--- src/rtl/pe_pkg.sv ---
package pe_pkg;

   typedef enum logic [2:0] {
      ST_IDLE,
      ST_PRE,
      ST_ERS,
      ST_EVFY,
      ST_PRG,
      ST_PVFY,
      ST_SUSP
   } pe_state_e;

   localparam int SB_READY  = 7;
   localparam int SB_SUSP   = 6;
   localparam int SB_EFAIL  = 5;
   localparam int SB_PFAIL  = 4;
   localparam int SB_SUPPLY = 3;
   localparam int SB_RSV_N  = 3;

endpackage

--- src/rtl/pe_timer.sv ---
module pe_timer #(
   parameter int CNT_W = 4
) (
   input  logic             clk,
   input  logic             rst_n,
   input  logic             load,
   input  logic [CNT_W-1:0] load_val,
   output logic             done
);

   logic [CNT_W-1:0] cnt_q;

   always_ff @(posedge clk or negedge rst_n) begin
      if (!rst_n)             cnt_q <= '0;
      else if (load)          cnt_q <= load_val;
      else if (cnt_q != '0)   cnt_q <= cnt_q - 1'b1;
   end

   assign done = (cnt_q == '0);

   // a loaded window lasts at least one cycle before completing
   AST_TIMER_LOAD_HOLDS: assert property (@(posedge clk) disable iff (!rst_n)
      (load && load_val != '0) |=> !done);

endmodule

--- src/rtl/pe_status.sv ---
module pe_status
   import pe_pkg::*;
(
   input  logic       clk,
   input  logic       rst_n,
   input  logic       clear,
   input  logic       set_efail,
   input  logic       set_pfail,
   input  logic       set_supply,
   input  logic       ready,
   input  logic       suspended,
   output logic       sfail,
   output logic [7:0] status
);

   logic efail_q, pfail_q, sfail_q;

   always_ff @(posedge clk or negedge rst_n) begin
      if (!rst_n) begin
         efail_q <= 1'b0;
         pfail_q <= 1'b0;
         sfail_q <= 1'b0;
      end else begin
         efail_q <= set_efail  | (efail_q & ~clear);
         pfail_q <= set_pfail  | (pfail_q & ~clear);
         sfail_q <= set_supply | (sfail_q & ~clear);
      end
   end

   assign sfail = sfail_q;

   assign status[SB_READY]  = ready;
   assign status[SB_SUSP]   = suspended;
   assign status[SB_EFAIL]  = efail_q;
   assign status[SB_PFAIL]  = pfail_q;
   assign status[SB_SUPPLY] = sfail_q;

   for (genvar i = 0; i < SB_RSV_N; i++) begin : g_rsv
      assign status[i] = 1'b0;
   end

   AST_EFAIL_STICKY: assert property (@(posedge clk) disable iff (!rst_n)
      (efail_q && !clear) |=> efail_q);
   AST_PFAIL_STICKY: assert property (@(posedge clk) disable iff (!rst_n)
      (pfail_q && !clear) |=> pfail_q);
   AST_SUPPLY_STICKY: assert property (@(posedge clk) disable iff (!rst_n)
      (sfail_q && !clear) |=> sfail_q);
   AST_SUSP_IMPLIES_READY: assert property (@(posedge clk) disable iff (!rst_n)
      suspended |-> ready);

endmodule

--- src/rtl/pe_seq.sv ---
module pe_seq
   import pe_pkg::*;
#(
   parameter int ADDR_W         = 17,
   parameter int DATA_W         = 8,
   parameter int CNT_W          = 4,
   parameter int PC_W           = 3,
   parameter int PRE_CYC        = 4,
   parameter int ERS_CYC        = 6,
   parameter int PRG_CYC        = 3,
   parameter int VFY_CYC        = 2,
   parameter int MAX_ERS_PULSES = 3,
   parameter int MAX_PRG_PULSES = 4
) (
   input  logic              clk,
   input  logic              rst_n,
   input  logic              start_prog,
   input  logic              start_erase,
   input  logic              suspend_req,
   input  logic              resume_req,
   input  logic              supply_ok,
   input  logic              verify_pass,
   input  logic              sfail,
   input  logic              tmr_done,
   input  logic [ADDR_W-1:0] addr_in,
   input  logic [DATA_W-1:0] data_in,
   output logic              tmr_load,
   output logic [CNT_W-1:0]  tmr_val,
   output logic              set_efail,
   output logic              set_pfail,
   output logic              set_supply,
   output logic              ready,
   output logic              suspended,
   output logic              ph_precond,
   output logic              ph_erase,
   output logic              ph_program,
   output logic              ph_verify,
   output logic [ADDR_W-1:0] op_addr,
   output logic [DATA_W-1:0] op_data
);

   localparam logic [CNT_W-1:0] PRE_LD = CNT_W'(PRE_CYC - 1);
   localparam logic [CNT_W-1:0] ERS_LD = CNT_W'(ERS_CYC - 1);
   localparam logic [CNT_W-1:0] PRG_LD = CNT_W'(PRG_CYC - 1);
   localparam logic [CNT_W-1:0] VFY_LD = CNT_W'(VFY_CYC - 1);
   localparam logic [PC_W-1:0]  ERS_LAST = PC_W'(MAX_ERS_PULSES - 1);
   localparam logic [PC_W-1:0]  PRG_LAST = PC_W'(MAX_PRG_PULSES - 1);

   pe_state_e       state_q, state_d;
   logic [PC_W-1:0] pulses_q;
   logic            pend_q;
   logic            cnt_clr, cnt_inc, capture;
   logic            running, in_erase, reject;

   assign running  = state_q inside {ST_PRE, ST_ERS, ST_EVFY, ST_PRG, ST_PVFY};
   assign in_erase = state_q inside {ST_PRE, ST_ERS, ST_EVFY};
   assign reject   = sfail | ~supply_ok;

   always_comb begin
      state_d    = state_q;
      tmr_load   = 1'b0;
      tmr_val    = '0;
      set_efail  = 1'b0;
      set_pfail  = 1'b0;
      set_supply = 1'b0;
      cnt_clr    = 1'b0;
      cnt_inc    = 1'b0;
      capture    = 1'b0;
      unique case (state_q)
         ST_IDLE: begin
            if (start_prog) begin
               if (reject) begin
                  set_pfail  = 1'b1;
                  set_supply = ~supply_ok;
               end else begin
                  state_d  = ST_PRG;
                  tmr_load = 1'b1;
                  tmr_val  = PRG_LD;
                  cnt_clr  = 1'b1;
                  capture  = 1'b1;
               end
            end else if (start_erase) begin
               if (reject) begin
                  set_efail  = 1'b1;
                  set_supply = ~supply_ok;
               end else begin
                  state_d  = ST_PRE;
                  tmr_load = 1'b1;
                  tmr_val  = PRE_LD;
                  cnt_clr  = 1'b1;
                  capture  = 1'b1;
               end
            end
         end
         ST_PRE: if (tmr_done) begin
            state_d  = ST_ERS;
            tmr_load = 1'b1;
            tmr_val  = ERS_LD;
         end
         ST_ERS: if (tmr_done) begin
            if (pend_q || suspend_req) begin
               state_d = ST_SUSP;
            end else begin
               state_d  = ST_EVFY;
               tmr_load = 1'b1;
               tmr_val  = VFY_LD;
            end
         end
         ST_EVFY: if (tmr_done) begin
            if (verify_pass) begin
               state_d = ST_IDLE;
            end else if (pulses_q == ERS_LAST) begin
               set_efail = 1'b1;
               state_d   = ST_IDLE;
            end else begin
               cnt_inc  = 1'b1;
               state_d  = ST_ERS;
               tmr_load = 1'b1;
               tmr_val  = ERS_LD;
            end
         end
         ST_PRG: if (tmr_done) begin
            state_d  = ST_PVFY;
            tmr_load = 1'b1;
            tmr_val  = VFY_LD;
         end
         ST_PVFY: if (tmr_done) begin
            if (verify_pass) begin
               state_d = ST_IDLE;
            end else if (pulses_q == PRG_LAST) begin
               set_pfail = 1'b1;
               state_d   = ST_IDLE;
            end else begin
               cnt_inc  = 1'b1;
               state_d  = ST_PRG;
               tmr_load = 1'b1;
               tmr_val  = PRG_LD;
            end
         end
         ST_SUSP: if (resume_req) begin
            state_d  = ST_EVFY;
            tmr_load = 1'b1;
            tmr_val  = VFY_LD;
         end
         default: state_d = ST_IDLE;
      endcase
      // supply loss while running overrides every other outcome
      if (running && !supply_ok) begin
         state_d    = ST_IDLE;
         tmr_load   = 1'b0;
         cnt_inc    = 1'b0;
         set_supply = 1'b1;
         set_efail  = in_erase;
         set_pfail  = ~in_erase;
      end
   end

   always_ff @(posedge clk or negedge rst_n) begin
      if (!rst_n) begin
         state_q  <= ST_IDLE;
         pulses_q <= '0;
         pend_q   <= 1'b0;
         op_addr  <= '0;
         op_data  <= '0;
      end else begin
         state_q <= state_d;
         if (cnt_clr)      pulses_q <= '0;
         else if (cnt_inc) pulses_q <= pulses_q + 1'b1;
         if (!in_erase)        pend_q <= 1'b0;
         else if (suspend_req) pend_q <= 1'b1;
         if (capture) begin
            op_addr <= addr_in;
            op_data <= data_in;
         end
      end
   end

   assign ready      = (state_q == ST_IDLE) || (state_q == ST_SUSP);
   assign suspended  = (state_q == ST_SUSP);
   assign ph_precond = (state_q == ST_PRE);
   assign ph_erase   = (state_q == ST_ERS);
   assign ph_program = (state_q == ST_PRG);
   assign ph_verify  = (state_q == ST_EVFY) || (state_q == ST_PVFY);

   AST_ONE_PHASE: assert property (@(posedge clk) disable iff (!rst_n)
      $onehot0({ph_precond, ph_erase, ph_program, ph_verify}));
   AST_BUSY_NOT_READY: assert property (@(posedge clk) disable iff (!rst_n)
      (ph_precond || ph_erase || ph_program || ph_verify) |-> !ready);
   AST_ERS_RETRY_BOUND: assert property (@(posedge clk) disable iff (!rst_n)
      in_erase |-> (pulses_q <= ERS_LAST));
   AST_SUPPLY_GATES_START: assert property (@(posedge clk) disable iff (!rst_n)
      (state_q == ST_IDLE && sfail) |=> state_q == ST_IDLE);
   AST_ABORT_ON_SUPPLY: assert property (@(posedge clk) disable iff (!rst_n)
      (running && !supply_ok) |=> (state_q == ST_IDLE));
   AST_SUSP_AFTER_PULSE: assert property (@(posedge clk) disable iff (!rst_n)
      $rose(state_q == ST_SUSP) |-> $past(state_q == ST_ERS));
   AST_RESUME_TO_VERIFY: assert property (@(posedge clk) disable iff (!rst_n)
      (state_q == ST_SUSP && resume_req) |=> (state_q == ST_EVFY));
   AST_IDLE_SUSP_IGNORED: assert property (@(posedge clk) disable iff (!rst_n)
      (state_q == ST_IDLE && suspend_req) |=> !pend_q);
   AST_ADDR_HELD: assert property (@(posedge clk) disable iff (!rst_n)
      (running && state_q == $past(state_q) && !capture) |-> $stable(op_addr));

endmodule

--- src/rtl/pe_ctrl.sv ---
module pe_ctrl
   import pe_pkg::*;
#(
   parameter int ADDR_W         = 17,
   parameter int DATA_W         = 8,
   parameter int PRE_CYC        = 4,
   parameter int ERS_CYC        = 6,
   parameter int PRG_CYC        = 3,
   parameter int VFY_CYC        = 2,
   parameter int MAX_ERS_PULSES = 3,
   parameter int MAX_PRG_PULSES = 4
) (
   input  logic              clk,
   input  logic              rst_n,
   input  logic              start_prog,
   input  logic              start_erase,
   input  logic              suspend_req,
   input  logic              resume_req,
   input  logic              clear_req,
   input  logic              supply_ok,
   input  logic              verify_pass,
   input  logic [ADDR_W-1:0] addr_in,
   input  logic [DATA_W-1:0] data_in,
   output logic [ADDR_W-1:0] op_addr,
   output logic [DATA_W-1:0] op_data,
   output logic              ph_precond,
   output logic              ph_erase,
   output logic              ph_program,
   output logic              ph_verify,
   output logic [7:0]        status
);

   localparam int MAX_PE  = (PRE_CYC > ERS_CYC) ? PRE_CYC : ERS_CYC;
   localparam int MAX_PV  = (PRG_CYC > VFY_CYC) ? PRG_CYC : VFY_CYC;
   localparam int MAX_CYC = (MAX_PE > MAX_PV) ? MAX_PE : MAX_PV;
   localparam int CNT_W   = ($clog2(MAX_CYC) > 0) ? $clog2(MAX_CYC) : 1;
   localparam int MAX_PUL = (MAX_ERS_PULSES > MAX_PRG_PULSES) ? MAX_ERS_PULSES : MAX_PRG_PULSES;
   localparam int PC_W    = ($clog2(MAX_PUL) > 0) ? $clog2(MAX_PUL) : 1;

   if (PRE_CYC < 1 || ERS_CYC < 1 || PRG_CYC < 1 || VFY_CYC < 1) begin : g_bad_cyc
      $error("pe_ctrl: every phase length must be at least one cycle");
   end
   if (MAX_ERS_PULSES < 1 || MAX_PRG_PULSES < 1) begin : g_bad_pulses
      $error("pe_ctrl: pulse limits must be at least one");
   end
   if (ADDR_W < 1 || DATA_W < 1) begin : g_bad_width
      $error("pe_ctrl: address and data widths must be positive");
   end

   logic             tmr_load, tmr_done;
   logic [CNT_W-1:0] tmr_val;
   logic             set_efail, set_pfail, set_supply;
   logic             ready, suspended, sfail;

   pe_timer #(.CNT_W(CNT_W)) u_timer (
      .clk      (clk),
      .rst_n    (rst_n),
      .load     (tmr_load),
      .load_val (tmr_val),
      .done     (tmr_done)
   );

   pe_seq #(
      .ADDR_W         (ADDR_W),
      .DATA_W         (DATA_W),
      .CNT_W          (CNT_W),
      .PC_W           (PC_W),
      .PRE_CYC        (PRE_CYC),
      .ERS_CYC        (ERS_CYC),
      .PRG_CYC        (PRG_CYC),
      .VFY_CYC        (VFY_CYC),
      .MAX_ERS_PULSES (MAX_ERS_PULSES),
      .MAX_PRG_PULSES (MAX_PRG_PULSES)
   ) u_seq (
      .clk         (clk),
      .rst_n       (rst_n),
      .start_prog  (start_prog),
      .start_erase (start_erase),
      .suspend_req (suspend_req),
      .resume_req  (resume_req),
      .supply_ok   (supply_ok),
      .verify_pass (verify_pass),
      .sfail       (sfail),
      .tmr_done    (tmr_done),
      .addr_in     (addr_in),
      .data_in     (data_in),
      .tmr_load    (tmr_load),
      .tmr_val     (tmr_val),
      .set_efail   (set_efail),
      .set_pfail   (set_pfail),
      .set_supply  (set_supply),
      .ready       (ready),
      .suspended   (suspended),
      .ph_precond  (ph_precond),
      .ph_erase    (ph_erase),
      .ph_program  (ph_program),
      .ph_verify   (ph_verify),
      .op_addr     (op_addr),
      .op_data     (op_data)
   );

   pe_status u_status (
      .clk        (clk),
      .rst_n      (rst_n),
      .clear      (clear_req),
      .set_efail  (set_efail),
      .set_pfail  (set_pfail),
      .set_supply (set_supply),
      .ready      (ready),
      .suspended  (suspended),
      .sfail      (sfail),
      .status     (status)
   );

endmodule

--- config.mk ---
export PLATFORM = sky130hd
export DESIGN_NAME = pe_ctrl
export DESIGN_NICKNAME = d
export VERILOG_FILES = /design/src/rtl/pe_pkg.sv /design/src/rtl/pe_timer.sv /design/src/rtl/pe_status.sv /design/src/rtl/pe_seq.sv /design/src/rtl/pe_ctrl.sv
export SDC_FILE = /design/constraint.sdc
export NUM_CORES = 1
export LEC_CHECK = 0
export CAP_MARGIN = 15
export CORE_ASPECT_RATIO = 1.75
export CORE_UTILIZATION = 41
export DETAILED_ROUTE_END_ITERATION = 7
export PLACE_DENSITY = 0.77
export SYNTH_ARGS = -nofsm -noshare
export SYNTH_HDL_FRONTEND = slang
export SYNTH_SLANG_ARGS = --single-unit
--- constraint.sdc ---
create_clock -name clk -period 1.97 [get_ports clk]
set_clock_uncertainty 0.2 [all_clocks]
set_input_delay 0.394 -clock clk [delete_from_list [all_inputs] [get_ports clk]]
set_output_delay 0.394 -clock clk [all_outputs]
set_load 0.02 [all_outputs]
==> run summary <==
The flow ran to the end, but the final reports show violations. The final reports fail on negative setup slack. The number of cell instances on the worst register-to-register path came out at 7. The via count of the first global-routing pass is 1758.

The register-to-register path setup slack is -0.03 ns. In this run the cell area of the synthesized design comes to 2040 µm². The H-tree generated during clock tree synthesis spans 2 levels. The initial antenna violation count is 0. The startpoint of the most critical hold path is start_erase. After floorplanning, the core was divided into 33 placement rows. The area of all sequential standard cells is 928 µm². Of the available clock period, the critical path in the final layout requires 1.01. After synthesis, the cell types taking the most area are sky130_fd_sc_hd__dfrtp_1 45%, sky130_fd_sc_hd__mux2_2 14%, sky130_fd_sc_hd__buf_4 4.4%.

The starting utilization of the core area came out at 0.431. The number of storage elements in the synthesis netlist came out at 37. The die covers 5280 µm². The startpoint identified for the worst register-to-register timing path is u_timer.cnt_q[1]$_DFFE_PN0P_. The async set-reset flop share out of synthesis came out at 1.00. The number of port buffers came out at 67. For hold timing, the worst endpoint is u_status.sfail$_DFF_PN0_. The clock sink count is 37.

The post-synthesis to final-layout area growth is 56.5%. The count of distinct cell types in the synthesized netlist is 57. The area after detailed placement is 2910 µm². The power density over the cells is 1540 nW/µm². The overall die height is 95.4 µm.

For this run, design rule violations remaining after detail routing come to 0. The static power due to leakage came out at 1.40 nW. The critical path is of the flip-flop to flip-flop type. Setup violations remaining at the end of the flow were counted as 1.

The setup TNS is -0.0254 ns. The required time reported for the critical path endpoint is 1.95 ns. In this run the worst hold path is classified as input pin to flip-flop. The total power came out at 4.94 mW. The initial detailed-routing violation count is 54. The share of synthesized area in the top cell type comes to 0.453. The number of vias per cell after detailed routing is 5.28. The synthesis warning total is 0. The worst register-to-register path ends at u_seq.state_q[2]$_DFFE_PN0P_.

The adder-cell share of the synthesized area came out at 0.0245. The number of max-slew violations in the final report is 0. The data arrival time of the critical path came out at 1.97 ns. The worst setup path is captured at a flip-flop. Summed over all instances, the cell type with the most area after synthesis is sky130_fd_sc_hd__dfrtp_1. The post-synthesis xor/xnor area fraction is 0.0165. The top fanout value on the critical path is 3. The horizontal die dimension is 55.4 µm. The number of instances in the synthesized netlist is 179.

The combined area of the multi-input logic cells is 1050 µm². Setup repair after global routing could not meet its margin everywhere. The least setup slack across all paths after layout came out at -0.0254 ns. The number of maximum-capacitance constraint violations is 0. The routed via count came out at 1769. The later pin in the worst-skew pair is clocked with a latency of 0.29 ns.

At the end of routability-driven placement, the weighted congestion stood at 0.891. The final antenna diode count came out at 0. The peak ir drop on the vdd network came out at 1030 µV. The mean instance size in the synthesized netlist came out at 11.4 µm².

The number of cells after detailed placement is 315. The tree is rooted in a sky130_fd_sc_hd__clkbuf_8. The tightest hold path in the finished design has a slack of 0.233 ns. The CTS tree is built. For this run, the leading register cell type out of synthesis is sky130_fd_sc_hd__dfrtp_1. After legalization and detailed placement, the total HPWL measured 3690 µm. The average wire length per cell after detail routing is 15.3 µm.

STA classifies the critical path startpoint as a flip-flop. The number of detailed-routing iterations run before antenna repair is 5. After the last flow step, the layout net total stands at 320. The clock transition time at the flip-flop clock pins of the worst setup and hold paths is 0.07 ns.

The maximum clock path buffer count is 2. The final cell utilization of the core is 0.674. The dominant combinational cell family by area after synthesis is multiplexers. The number of buffers created by CTS came out at 5.

Of the cells placed in the final design, the portion with a size suffix greater than 1 is 0.385. The first global-routing pass estimated 7930 µm of wire. The worst-case setup slack after placement came out at -0.385 ns. The detail route stage leaves a number of antenna-violating nets equal to 0. The number of instances on the worst hold path came out at 3.

The sum of routed wire length over all layers is 5130 µm. The total congestion overflow after global routing came out at 0. The final cell count without fillers came out at 335. The final instance area is 3200 µm².

For this run, the top clock speed supported by timing is 501 MHz. The smallest clock period supported by the final layout is computed as 2.00 ns. The I/O pin total came out at 71.

After filler insertion, the fill cell instance count of the layout stands at 367. The number of hold violations in the final report is 0. The total global routing track utilization is 0.195.

Entering global routing, the biggest net connects 38 pins. The compound-gate portion of the synthesized area is 0.142. The floorplan core area is 4750 µm². Measured against the total synthesized area, the mux share comes to 0.150. The fraction of the yosys area taken by sequential cells is 0.453. The fraction of the mapped netlist area in simple logic gates came out at 0.136.

Counting flops with a built-in enable in the synthesized netlist gives 0.
==> cells in the mapped netlist (2+ instances only) <==
master and instances:
sky130_fd_sc_hd__nor3_1 4, sky130_fd_sc_hd__buf_4 12, sky130_fd_sc_hd__a21oi_1 4, sky130_fd_sc_hd__mux2_2 25, sky130_fd_sc_hd__buf_6 2, sky130_fd_sc_hd__a211oi_1 2
sky130_fd_sc_hd__or3_1 2, sky130_fd_sc_hd__and2_1 2, sky130_fd_sc_hd__clkbuf_1 2, sky130_fd_sc_hd__o2bb2ai_1 2, sky130_fd_sc_hd__o32ai_1 2, sky130_fd_sc_hd__and3_1 2
sky130_fd_sc_hd__nor3b_1 5, sky130_fd_sc_hd__dfrtp_1 37, sky130_fd_sc_hd__nand3_1 2, sky130_fd_sc_hd__nor2_1 9, sky130_fd_sc_hd__nor2b_1 2, sky130_fd_sc_hd__o21ai_0 11
sky130_fd_sc_hd__nand2_1 4, sky130_fd_sc_hd__inv_1 8, sky130_fd_sc_hd__ha_1 4
==> routing by layer <==
| metal | up-vias | global-route usage | wire, µm |
|---|---|---|---|
| met5 | - | 0 | 0 |
| met4 | 0 | 0.110 | 140 |
| met3 | 13 | 0.0434 | 191 |
| met2 | 55 | 0.355 | 2860 |
| met1 | 861 | 0.204 | 1940 |
| li1 | 840 | - | - |
==> state kept, by name (all words and copies together) (netlist names) <==
register          flops
u_seq.op_addr        17
u_seq.op_data         8
u_seq.pend_q          1
u_seq.pulses_q        2
u_seq.state_q         3
u_status.efail_q      1
u_status.pfail_q      1
u_status.sfail        1
u_timer.cnt_q         3
==> repair_timing <==
item	4_1_cts	5_1_grt
endpoints found under the setup margin	34	37
hold buffers	1	0
gates cloned	0	1
pin swaps	2	6
hold endpoints to repair	37	0
setup buffers	0	10
gates resized for setup	24	27
==> kinds of logic after synthesis <==
family / after synthesis
flip-flops: 37
other: 1
AND/OR/NAND/NOR: 43
multiplexers: 27
AO/OA/AOI/OAI: 39
buffers and inverters: 25
adder cells (fa/ha/maj): 4
XOR/XNOR: 3
==> power breakdown <==
group	total [mW]	internal [mW]	switching [mW]
combinational	3.01	1.63	1.38
sequential	1.33	1.12	0.209
clock	0.599	0.323	0.276
==> worst max-delay path, stage by stage (launching register included) <==
cell and delay (ns):
sky130_fd_sc_hd__dfrtp_1 0.39, sky130_fd_sc_hd__inv_2 0.08, sky130_fd_sc_hd__ha_4 0.13, sky130_fd_sc_hd__or2b_4 0.29
sky130_fd_sc_hd__a311oi_2 0.27, sky130_fd_sc_hd__buf_4 0.17, sky130_fd_sc_hd__nor3_4 0.05, sky130_fd_sc_hd__mux2_4 0.29
==> final cells by class <==
type,instances,share of cell area
multi-input cells,119,0.329
clock buffers,7,0.0301
inverters,8,0.00938
clock inverters,1,0.00274
flip-flops and latches,37,0.290
repair buffers,111,0.319
well taps,52,0.0203
==> cell usage in the layout (no fill, tap or decap), types with 3 or more instances in the layout <==
cell type	count
sky130_fd_sc_hd__clkdlybuf4s50_1	57
sky130_fd_sc_hd__clkbuf_2	3
sky130_fd_sc_hd__ha_1	3
sky130_fd_sc_hd__buf_4	36
sky130_fd_sc_hd__nor3_1	4
sky130_fd_sc_hd__buf_6	4
sky130_fd_sc_hd__clkbuf_8	7
sky130_fd_sc_hd__nor2_1	9
sky130_fd_sc_hd__conb_1	3
sky130_fd_sc_hd__buf_2	4
sky130_fd_sc_hd__a21oi_1	4
sky130_fd_sc_hd__o21ai_0	11
sky130_fd_sc_hd__nand2_1	4
sky130_fd_sc_hd__mux2_2	25
sky130_fd_sc_hd__nor3b_2	4
sky130_fd_sc_hd__dfrtp_1	35
sky130_fd_sc_hd__inv_1	6
==> how the worst max path moves through the flow <==
| stage | start | endpoint | depth (start not counted) |
|---|---|---|---|
| CTS | u_seq.state_q[1]$_DFFE_PN0P_ | ph_verify | 3 |
| global placement | supply_ok | u_seq.state_q[2]$_DFFE_PN0P_ | 6 |
| finish | u_timer.cnt_q[1]$_DFFE_PN0P_ | u_seq.state_q[2]$_DFFE_PN0P_ | 7 |
| floorplan | u_timer.cnt_q[0]$_DFFE_PN0P_ | u_seq.state_q[2]$_DFFE_PN0P_ | 6 |
| detailed placement | supply_ok | u_seq.state_q[2]$_DFFE_PN0P_ | 6 |
| global route | u_timer.cnt_q[1]$_DFFE_PN0P_ | u_seq.state_q[2]$_DFFE_PN0P_ | 7 |
No activity file was read; power rests on OpenSTA's default activity.
